==> config.mk <==
export PLATFORM = sky130hd
export DESIGN_NAME = cfgsec_ctrl
export DESIGN_NICKNAME = d
export VERILOG_FILES = /design/src/rtl/cfgsec_pkg.sv /design/src/rtl/cfgsec_store.sv /design/src/rtl/cfgsec_decode.sv /design/src/rtl/cfgsec_preload.sv /design/src/rtl/cfgsec_ctrl.sv
export SDC_FILE = /design/constraint.sdc
export NUM_CORES = 1
export LEC_CHECK = 0
export ABC_CLOCK_PERIOD_IN_PS = 5000
export BUFFER_PORTS_ARGS = -buffer_cell sky130_fd_sc_hd__buf_2
export CAP_MARGIN = 20
export CORE_MARGIN = 1.5
export CORE_UTILIZATION = 65
export CTS_CLUSTER_SIZE = 14
export DETAILED_ROUTE_END_ITERATION = 8
export PLACE_DENSITY = 0.82
export SYNTH_ARGS = -nofsm -noshare
export SYNTH_HDL_FRONTEND = slang
export SYNTH_SLANG_ARGS = --single-unit
==> constraint.sdc <==
create_clock -name clk -period 5 [get_ports clk]
set_input_delay 1 -clock clk [delete_from_list [all_inputs] [get_ports clk]]
set_output_delay 1 -clock clk [all_outputs]
set_load 0.02 [all_outputs]
==> src/rtl/cfgsec_pkg.sv <==
package cfgsec_pkg;

  typedef enum logic [2:0] {
    OP_NOP     = 3'd0,
    OP_PROG    = 3'd1,
    OP_VERIFY  = 3'd2,
    OP_PRELOAD = 3'd3,
    OP_SIG_WR  = 3'd4,
    OP_SIG_RD  = 3'd5,
    OP_LOCK    = 3'd6,
    OP_ERASE   = 3'd7
  } op_e;

  typedef enum logic [1:0] {
    ST_OK      = 2'd0,
    ST_LOCKED  = 2'd1,
    ST_BADADDR = 2'd2
  } st_e;

  localparam int unsigned SIG_BYTES = 8;

  // Range rule shared by every address decode.
  function automatic logic addr_ok(input int unsigned addr, input int unsigned limit);
    return addr < limit;
  endfunction

endpackage

==> src/rtl/cfgsec_store.sv <==
module cfgsec_store #(
  parameter int W     = 8,
  parameter int DEPTH = 32
) (
  input  logic                     clk,
  input  logic                     rst_n,
  input  logic                     clr,
  input  logic                     we,
  input  logic [$clog2(DEPTH)-1:0] waddr,
  input  logic [W-1:0]             wdata,
  input  logic [$clog2(DEPTH)-1:0] raddr,
  output logic [W-1:0]             rdata
);
  logic [W-1:0] mem [DEPTH];

  always_ff @(posedge clk or negedge rst_n) begin
    if (!rst_n) begin
      for (int i = 0; i < DEPTH; i++) mem[i] <= '0;
    end else if (clr) begin
      for (int i = 0; i < DEPTH; i++) mem[i] <= '0;
    end else if (we) begin
      mem[waddr] <= wdata;
    end
  end

  assign rdata = mem[raddr];
endmodule

==> src/rtl/cfgsec_decode.sv <==
module cfgsec_decode
  import cfgsec_pkg::*;
#(
  parameter int ADDR_W    = 6,
  parameter int CFG_DEPTH = 32,
  parameter int NUM_REG   = 10
) (
  input  logic              cmd_valid,
  input  logic [2:0]        cmd_op,
  input  logic [ADDR_W-1:0] cmd_addr,
  input  logic              locked,
  output logic              cfg_we,
  output logic              cfg_rd,
  output logic              pre_we,
  output logic              sig_we,
  output logic              sig_rd,
  output logic              lock_set,
  output logic              erase,
  output logic              deny,
  output st_e               status
);
  int unsigned a;
  assign a = 32'(cmd_addr);

  always_comb begin
    cfg_we = 1'b0; cfg_rd = 1'b0; pre_we = 1'b0;
    sig_we = 1'b0; sig_rd = 1'b0; lock_set = 1'b0;
    erase = 1'b0; deny = 1'b0; status = ST_OK;
    if (cmd_valid) begin
      case (op_e'(cmd_op))
        OP_PROG, OP_VERIFY, OP_PRELOAD: begin
          // Lock is checked before the address range.
          if (locked) begin
            deny = 1'b1;
            status = ST_LOCKED;
          end else if (!addr_ok(a, (op_e'(cmd_op) == OP_PRELOAD) ? NUM_REG : CFG_DEPTH)) begin
            status = ST_BADADDR;
          end else begin
            cfg_we = (op_e'(cmd_op) == OP_PROG);
            cfg_rd = (op_e'(cmd_op) == OP_VERIFY);
            pre_we = (op_e'(cmd_op) == OP_PRELOAD);
          end
        end
        OP_SIG_WR, OP_SIG_RD: begin
          if (!addr_ok(a, SIG_BYTES)) status = ST_BADADDR;
          else begin
            sig_we = (op_e'(cmd_op) == OP_SIG_WR);
            sig_rd = (op_e'(cmd_op) == OP_SIG_RD);
          end
        end
        OP_LOCK:  lock_set = 1'b1;
        OP_ERASE: erase = 1'b1;
        default: ;
      endcase
    end
  end
endmodule

==> src/rtl/cfgsec_preload.sv <==
module cfgsec_preload #(
  parameter int ADDR_W  = 6,
  parameter int NUM_REG = 10
) (
  input  logic               clk,
  input  logic               rst_n,
  input  logic               we,
  input  logic [ADDR_W-1:0]  idx,
  input  logic               d,
  output logic [NUM_REG-1:0] q
);
  for (genvar i = 0; i < NUM_REG; i++) begin : g_bit
    logic hit;
    assign hit = we && (32'(idx) == i);
    always_ff @(posedge clk or negedge rst_n) begin
      if (!rst_n)   q[i] <= 1'b0;
      else if (hit) q[i] <= d;
    end
  end
endmodule

==> src/rtl/cfgsec_ctrl.sv <==
module cfgsec_ctrl
  import cfgsec_pkg::*;
#(
  parameter int ADDR_W    = 6,
  parameter int DATA_W    = 8,
  parameter int CFG_DEPTH = 32,
  parameter int NUM_REG   = 10
) (
  input  logic               clk,
  input  logic               rst_n,
  input  logic               cmd_valid,
  input  logic [2:0]         cmd_op,
  input  logic [ADDR_W-1:0]  cmd_addr,
  input  logic [DATA_W-1:0]  cmd_wdata,
  output logic               rsp_valid,
  output logic [1:0]         rsp_status,
  output logic [DATA_W-1:0]  rsp_rdata,
  output logic               locked,
  output logic [NUM_REG-1:0] preload_q
);
  localparam int CFG_IW = $clog2(CFG_DEPTH);
  localparam int SIG_IW = $clog2(SIG_BYTES);

  // Named internal events, also used by the checker.
  logic ev_cfg_write, ev_cfg_read, ev_pre_write, ev_sig_write, ev_sig_read;
  logic ev_lock_set, ev_erase, ev_deny;
  st_e  dec_status;
  logic [DATA_W-1:0] cfg_rdata, sig_rdata;

  cfgsec_decode #(.ADDR_W(ADDR_W), .CFG_DEPTH(CFG_DEPTH), .NUM_REG(NUM_REG)) u_dec (
    .cmd_valid(cmd_valid), .cmd_op(cmd_op), .cmd_addr(cmd_addr), .locked(locked),
    .cfg_we(ev_cfg_write), .cfg_rd(ev_cfg_read), .pre_we(ev_pre_write),
    .sig_we(ev_sig_write), .sig_rd(ev_sig_read), .lock_set(ev_lock_set),
    .erase(ev_erase), .deny(ev_deny), .status(dec_status)
  );

  cfgsec_store #(.W(DATA_W), .DEPTH(CFG_DEPTH)) u_cfg (
    .clk(clk), .rst_n(rst_n), .clr(ev_erase), .we(ev_cfg_write),
    .waddr(cmd_addr[CFG_IW-1:0]), .wdata(cmd_wdata),
    .raddr(cmd_addr[CFG_IW-1:0]), .rdata(cfg_rdata)
  );

  cfgsec_store #(.W(DATA_W), .DEPTH(SIG_BYTES)) u_sig (
    .clk(clk), .rst_n(rst_n), .clr(1'b0), .we(ev_sig_write),
    .waddr(cmd_addr[SIG_IW-1:0]), .wdata(cmd_wdata),
    .raddr(cmd_addr[SIG_IW-1:0]), .rdata(sig_rdata)
  );

  cfgsec_preload #(.ADDR_W(ADDR_W), .NUM_REG(NUM_REG)) u_pre (
    .clk(clk), .rst_n(rst_n), .we(ev_pre_write), .idx(cmd_addr),
    .d(cmd_wdata[0]), .q(preload_q)
  );

  always_ff @(posedge clk or negedge rst_n) begin
    if (!rst_n)           locked <= 1'b0;
    else if (ev_erase)    locked <= 1'b0;
    else if (ev_lock_set) locked <= 1'b1;
  end

  always_ff @(posedge clk or negedge rst_n) begin
    if (!rst_n) begin
      rsp_valid  <= 1'b0;
      rsp_status <= ST_OK;
      rsp_rdata  <= '0;
    end else begin
      rsp_valid  <= cmd_valid;
      rsp_status <= dec_status;
      rsp_rdata  <= ev_cfg_read ? cfg_rdata : (ev_sig_read ? sig_rdata : '0);
    end
  end
endmodule

## After elaboration in Yosys (flattened, before gate mapping)

Index checks and enable logic that the tools add are counted.

- Input port bits: 20
- Bits in registers: 342
- Word-level logic and storage cells: 141
- Output and inout port bits: 22

- Magnitude comparators: 6
- Eq/ne operators: 16
- Multiplexer cells: 46
- Reductions and logical operators: 17
- Bitwise logic cells: 2

Operators with widths:

| operator | count |
|---|---|
| $mux W256 | 2 |
| $bwmux W256 | 1 |
| $bwmux W64 | 1 |
| $mux W8 | 8 |
| $bmux W8 S5 | 1 |
| $demux W8 S5 | 1 |
| $lt A6 B32 Y1 | 1 |
| $bmux W8 S3 | 1 |
| $demux W8 S3 | 1 |
| $eq A6 B3 Y1 const B | 4 |
| $mux W1 | 24 |
| $eq A3 B3 Y1 const B | 4 |
| $eq A6 B2 Y1 const B | 2 |
| $eq A6 B4 Y1 const B | 2 |
| $logic_and A1 B1 Y1 | 12 |
| $mux W2 | 4 |
| $eq A3 B2 Y1 const B | 2 |
| $eq A6 B1 Y1 const B | 1 |
| $ge A6 B6 Y1 const B | 1 |
| $logic_not A6 Y1 | 1 |
| $lt A6 B1 Y1 const B | 1 |
| $lt A6 B4 Y1 const B | 1 |
| $mux W6 | 1 |
| $not A5 Y6 | 1 |
| 8 further kinds | 9 |

## Depth between registers and ports, before layout

- Depth in word-level cells: 9
- Mapped depth: 11
- Mapped depth without buffers: 8

## By module

Synthesis repeated with hierarchy kept, for this count alone.

- Cell total of the unflattened synthesis: 1719
- Area, all modules: 17382.9 µm²

Modules (own cells, without submodules):

| module | seq. area each (µm²) | cells an instance | times used | area an instance (µm²) |
|---|---|---|---|---|
| cfgsec_store at u_cfg | 6406.1 | 1318 | 1 | 13036.3 |
| cfgsec_store at u_sig | 1601.5 | 301 | 1 | 3219.3 |
| cfgsec_preload | 250.2 | 37 | 1 | 479.2 |
| cfgsec_ctrl | 300.3 | 28 | 1 | 421.7 |
| cfgsec_decode | 0.0 | 35 | 1 | 226.5 |

## Least setup slack after synthesis

OpenSTA, ideal clock, no wires.

- Path kind: input port to flip-flop
- Start point: in cmd_op[0]
- End point: reg u_pre.q[1]
- Setup time: 0.125 ns
- Path slack: 2.047 ns
- Data required time: 4.875 ns
- Data arrival time: 2.828 ns
- Cell stages on the path: 10
- Path buffers: 3
- Path through: clkbuf_2 nand3b_4 inv_1 ha_1 or4b_4 buf_6 nor3_4 buf_6 nand2_1 mux2_4

- Longest elaborated chain between the ends: 8

Ends and longest elaborated chain:

| what | line | source |
|---|---|---|
| start, declared | cfgsec_ctrl.sv:12 | `input logic [2:0] cmd_op,` |
| $eq A3 B2 Y1 | cfgsec_decode.sv:30, cfgsec_decode.sv:36, cfgsec_decode.sv:41 |  |
| $mux W6 | cfgsec_decode.sv:36 | `end else if (!addr_ok(a, (op_e'(cmd_op) == OP_PRELOAD) ? NUM_REG : CFG_DEPTH)) begin` |
| $lt A6 B32 Y1 | cfgsec_pkg.sv:24 | `return addr < limit;` |
| $mux W1 | cfgsec_decode.sv:36 |  |
| $mux W1 | cfgsec_decode.sv:33 | `if (locked) begin` |
| $mux W1 (*) | cfgsec_decode.sv:30 | `case (op_e'(cmd_op))` |
| $mux W1 (*) | cfgsec_decode.sv:29 | `if (cmd_valid) begin` |
| $logic_and A1 B1 Y1 (*) | cfgsec_preload.sv:14 | `assign hit = we && (32'(idx) == i);` |
| end signal, assigned by index | cfgsec_preload.sv:16 | `if (!rst_n) q[i] <= 1'b0;` |
| end signal, assigned by index | cfgsec_preload.sv:17 | `else if (hit) q[i] <= d;` |
| end, declared | cfgsec_preload.sv:10 | `output logic [NUM_REG-1:0] q` |

Mark *: on every way between the ends. The rest lies on a longest branch, timed or not.
A chain may end at the register's enable or synchronous reset.

## Worst setup path after layout

- Start point: in cmd_addr[0]
- End point: reg u_cfg.mem[180] in the netlist's numbering

- Longest elaborated chain between the ends: 8

Ends and longest elaborated chain:

| what | line | source |
|---|---|---|
| start, declared | cfgsec_ctrl.sv:13 | `input logic [ADDR_W-1:0] cmd_addr,` |
| branches (longest 8 deep; another with $lt A6 B32 Y1) | n/a |  |
| end signal, assigned by index | cfgsec_store.sv:22 | `mem[waddr] <= wdata;` |
| end, declared | cfgsec_store.sv:14 | `logic [W-1:0] mem [DEPTH];` |

Parallel ways; which one is timed is not known. The select of a mux whose other input is x is not followed.

==> flow_metrics.env <==
export IMPL_status="completed"
export IMPL_io_pins=42
export IMPL_hp_class="register to register"
export IMPL_area_growth_pct=7.50
export IMPL_synth_most_common_cell="dfrtp_1"
export IMPL_core_area_um2=25800
export IMPL_synthFlopType="dfrtp_1"
export IMPL_ant_nets=0
export IMPL_grt_pass1_vias=12700
export IMPL_wl_mm=45.1
export IMPL_syn_inst=1518
export IMPL_hold_end="u_sig.mem[10]"
export IMPL_dieArea_um2=27200
export IMPL_die_width_um=165
export IMPL_crit_path_cell_trace="buf_4 -> nor2b_1 -> nand3_1 -> o21ai_0 -> a21oi_1"
export IMPL_start_util_pct=65.8
export IMPL_antenna_found_initial=1
export IMPL_async_flop_share_pct=100
export IMPL_drc=0
export IMPL_clkLatencyLatePin_ps=530
export IMPL_cts_resized=0
export IMPL_rows=59
export IMPL_cpMaxStageDelayCell="nor2b_1"
export IMPL_r2r_end="u_cfg.mem[49]"
export IMPL_grt_max_degree=116
export IMPL_clock_skew_ps=13.4
export IMPL_avgViaCountPerCell=6.86
export IMPL_drtIter0Drc=1766
export IMPL_grt_pass1_wl_mm=72.2
export IMPL_end_kind="register"
export IMPL_synth_top_area_share_pct=50.3
export IMPL_worstPathRequired_ps=5360
export IMPL_dp_hpwl_mm=28.2
export IMPL_cts_buffer_depth=3
export IMPL_ff2ff_path_depth=6
export IMPL_path_class="primary input to register"
export IMPL_synthesis_nets=1540
export IMPL_ctsHtreeMaxLevel=2
export IMPL_hold_depth=1
export IMPL_cpPeakStageDelay_ps=970
export IMPL_yosysWarnings=0
export IMPL_cts_root_buf="clkbuf_16"
export IMPL_avgSynthCellArea_um2=11.2
export IMPL_synth_edf_count=0
export IMPL_hold_violations=0
export IMPL_grt_util_all_layers_pct=34.9
export IMPL_ctsHoldBuffers=0
export IMPL_post_cts_buffers=0
export IMPL_setup_tns_ps=0
export IMPL_yosysSeqAreaShare_pct=50.3
export IMPL_worst_path_max_fanout=50
export IMPL_fin_crit_sh_pct=67.3
export IMPL_start_kind="primary input"
export IMPL_cts_buffers=37
export IMPL_firstDrtPassIters=6
export IMPL_cts_sinks=342
export IMPL_clkSlewWorstSetupHoldPaths_ps=60
export IMPL_yosys_cell_types_count=63
export IMPL_ir_drop_v=0.000319
export IMPL_drv_cap=0
export IMPL_slew_headroom_pct=25.2
export IMPL_cp_arrival_ps=3720
export IMPL_synth_area_leader_cell="dfrtp_1"
export IMPL_rrSetupSlack_ps=2320
export IMPL_wl_per_cell_um=24.6
export IMPL_power_density_nw_per_um2=320
export IMPL_drive_gt1_share_pct=19.4
export IMPL_hold_path_startpoint="u_sig.mem[10]"
export IMPL_slew_violations=0
export IMPL_synth_area_top_cells="dfrtp_1 50%, mux2i_1 11%, mux4_2 7.5%"
export IMPL_rsz0062_at_grt="no"
export IMPL_finalSetupViolCount=0
export IMPL_port_buffer_count=41
export IMPL_netlist_area_um2=17000
export IMPL_worstMarginPinSlew_ps=1120
export IMPL_gp_congestion=0.921
export IMPL_fin_crit_ps=3370
export IMPL_netlist_top_cells_count="342 x dfrtp_1, 247 x nand2_1, 182 x mux2i_1"
export IMPL_fmax_mhz=297
export IMPL_fin_nets=1496
export IMPL_tritoncts="yes"
export IMPL_regToRegStartpoint="locked"
export IMPL_synth_seq_cells=342
export IMPL_via_count=12600
export IMPL_overflow=0
export IMPL_die_h_um=165
export IMPL_hold_ws_ps=503
export IMPL_p_leak_uw=0.00828
[stage by stage]
step / area, µm² / util [%] / setup WS [ps] / instances / power (µW)
floorplan: 17000 / - / 2050 / 1518 / 3120
global placement: 17100 / 66.3 / 1240 / 1770 / 3270
detailed placement: 17100 / 66.3 / 1170 / 1770 / 3280
CTS: 18300 / 70.8 / 1700 / 1832 / 5870
global route: 18300 / 70.8 / 1490 / 1832 / 6020
finish: 18300 / 70.8 / 1630 / 1833 / 5860
[routing by layer]
layer | global-route usage, % | wire, µm | up-vias
met5 | 0 | 0 | -
met4 | 13.5 | 1670 | 0
met3 | 6.81 | 4490 | 151
met2 | 55.1 | 21400 | 761
met1 | 48.2 | 17500 | 6352
li1 | - | - | 5308
[placed cells by master (no fill, tap or decap), types with 8 or more instances in the layout]
cell type,n
dfrtp_1,342
nand2_1,247
mux2i_1,182
nand3_1,124
a21oi_1,118
mux2_2,86
mux4_2,57
nor2_1,38
buf_2,38
clkbuf_16,37
buf_4,25
o21ai_0,22
and3_1,22
and2_1,11
nor2b_1,9
nor3_1,8
a22oi_1,8
a211oi_1,8
[area by class of cell]
type	instances	area, µm²
tap	335	419
inverter	3	11.3
antenna	1	2.50
clock inverter	12	115
multi-input combinational	1022	7670
sequential	342	8560
timing repair buffer	68	473
clock buffer	50	1040
fill	1757	7550
[sequential cells by signal, indices dropped and copies added (netlist names)]
signal,count
u_cfg.mem,256
u_sig.mem,64
u_pre.q,10
rsp_rdata,8
rsp_status,2
locked,1
rsp_valid,1
[cells by family (layout without fill, tap and decap cells)]
logic type / count (synthesis) / in the layout / share of synthesized area, %
compound gates: 203 / 203 / 7.17
fa+ha+maj: 2 / 2 / 0.147
buf+inv: 154 / 133 / 4.71
flops: 342 / 342 / 50.3
mux: 328 / 328 / 24.2
other cells: 0 / 1 / 0
simple gates: 489 / 489 / 13.5
[critical path, delay by kind of cell]
family | cells | cell delay [ps]
buffers and inverters | 1 | 610
AND/OR/NAND/NOR | 2 | 1530
AO/OA/AOI/OAI | 2 | 510
[power breakdown]
group | internal [µW] | switching (µW) | total [µW]
sequential | 2800 | 19.9 | 2820
clock | 1520 | 1100 | 2620
combinational | 113 | 302 | 415
total | 4440 | 1420 | 5860
[how the worst max path moves through the flow]
stage / startpoint / endpoint / slack [ps] / cells past startpoint
final: cmd_addr[0] / u_cfg.mem[180] / 1630 / 5
after global routing: cmd_op[2] / u_cfg.mem[55] / 1490 / 10
after CTS: cmd_op[2] / u_cfg.mem[217] / 1700 / 8
after detailed placement: cmd_op[2] / u_cfg.mem[7] / 1170 / 9
after global placement: cmd_op[2] / u_cfg.mem[193] / 1240 / 8
after floorplan: cmd_op[0] / u_pre.q[1] / 2050 / 10
(Power assumes the default switching activity.)
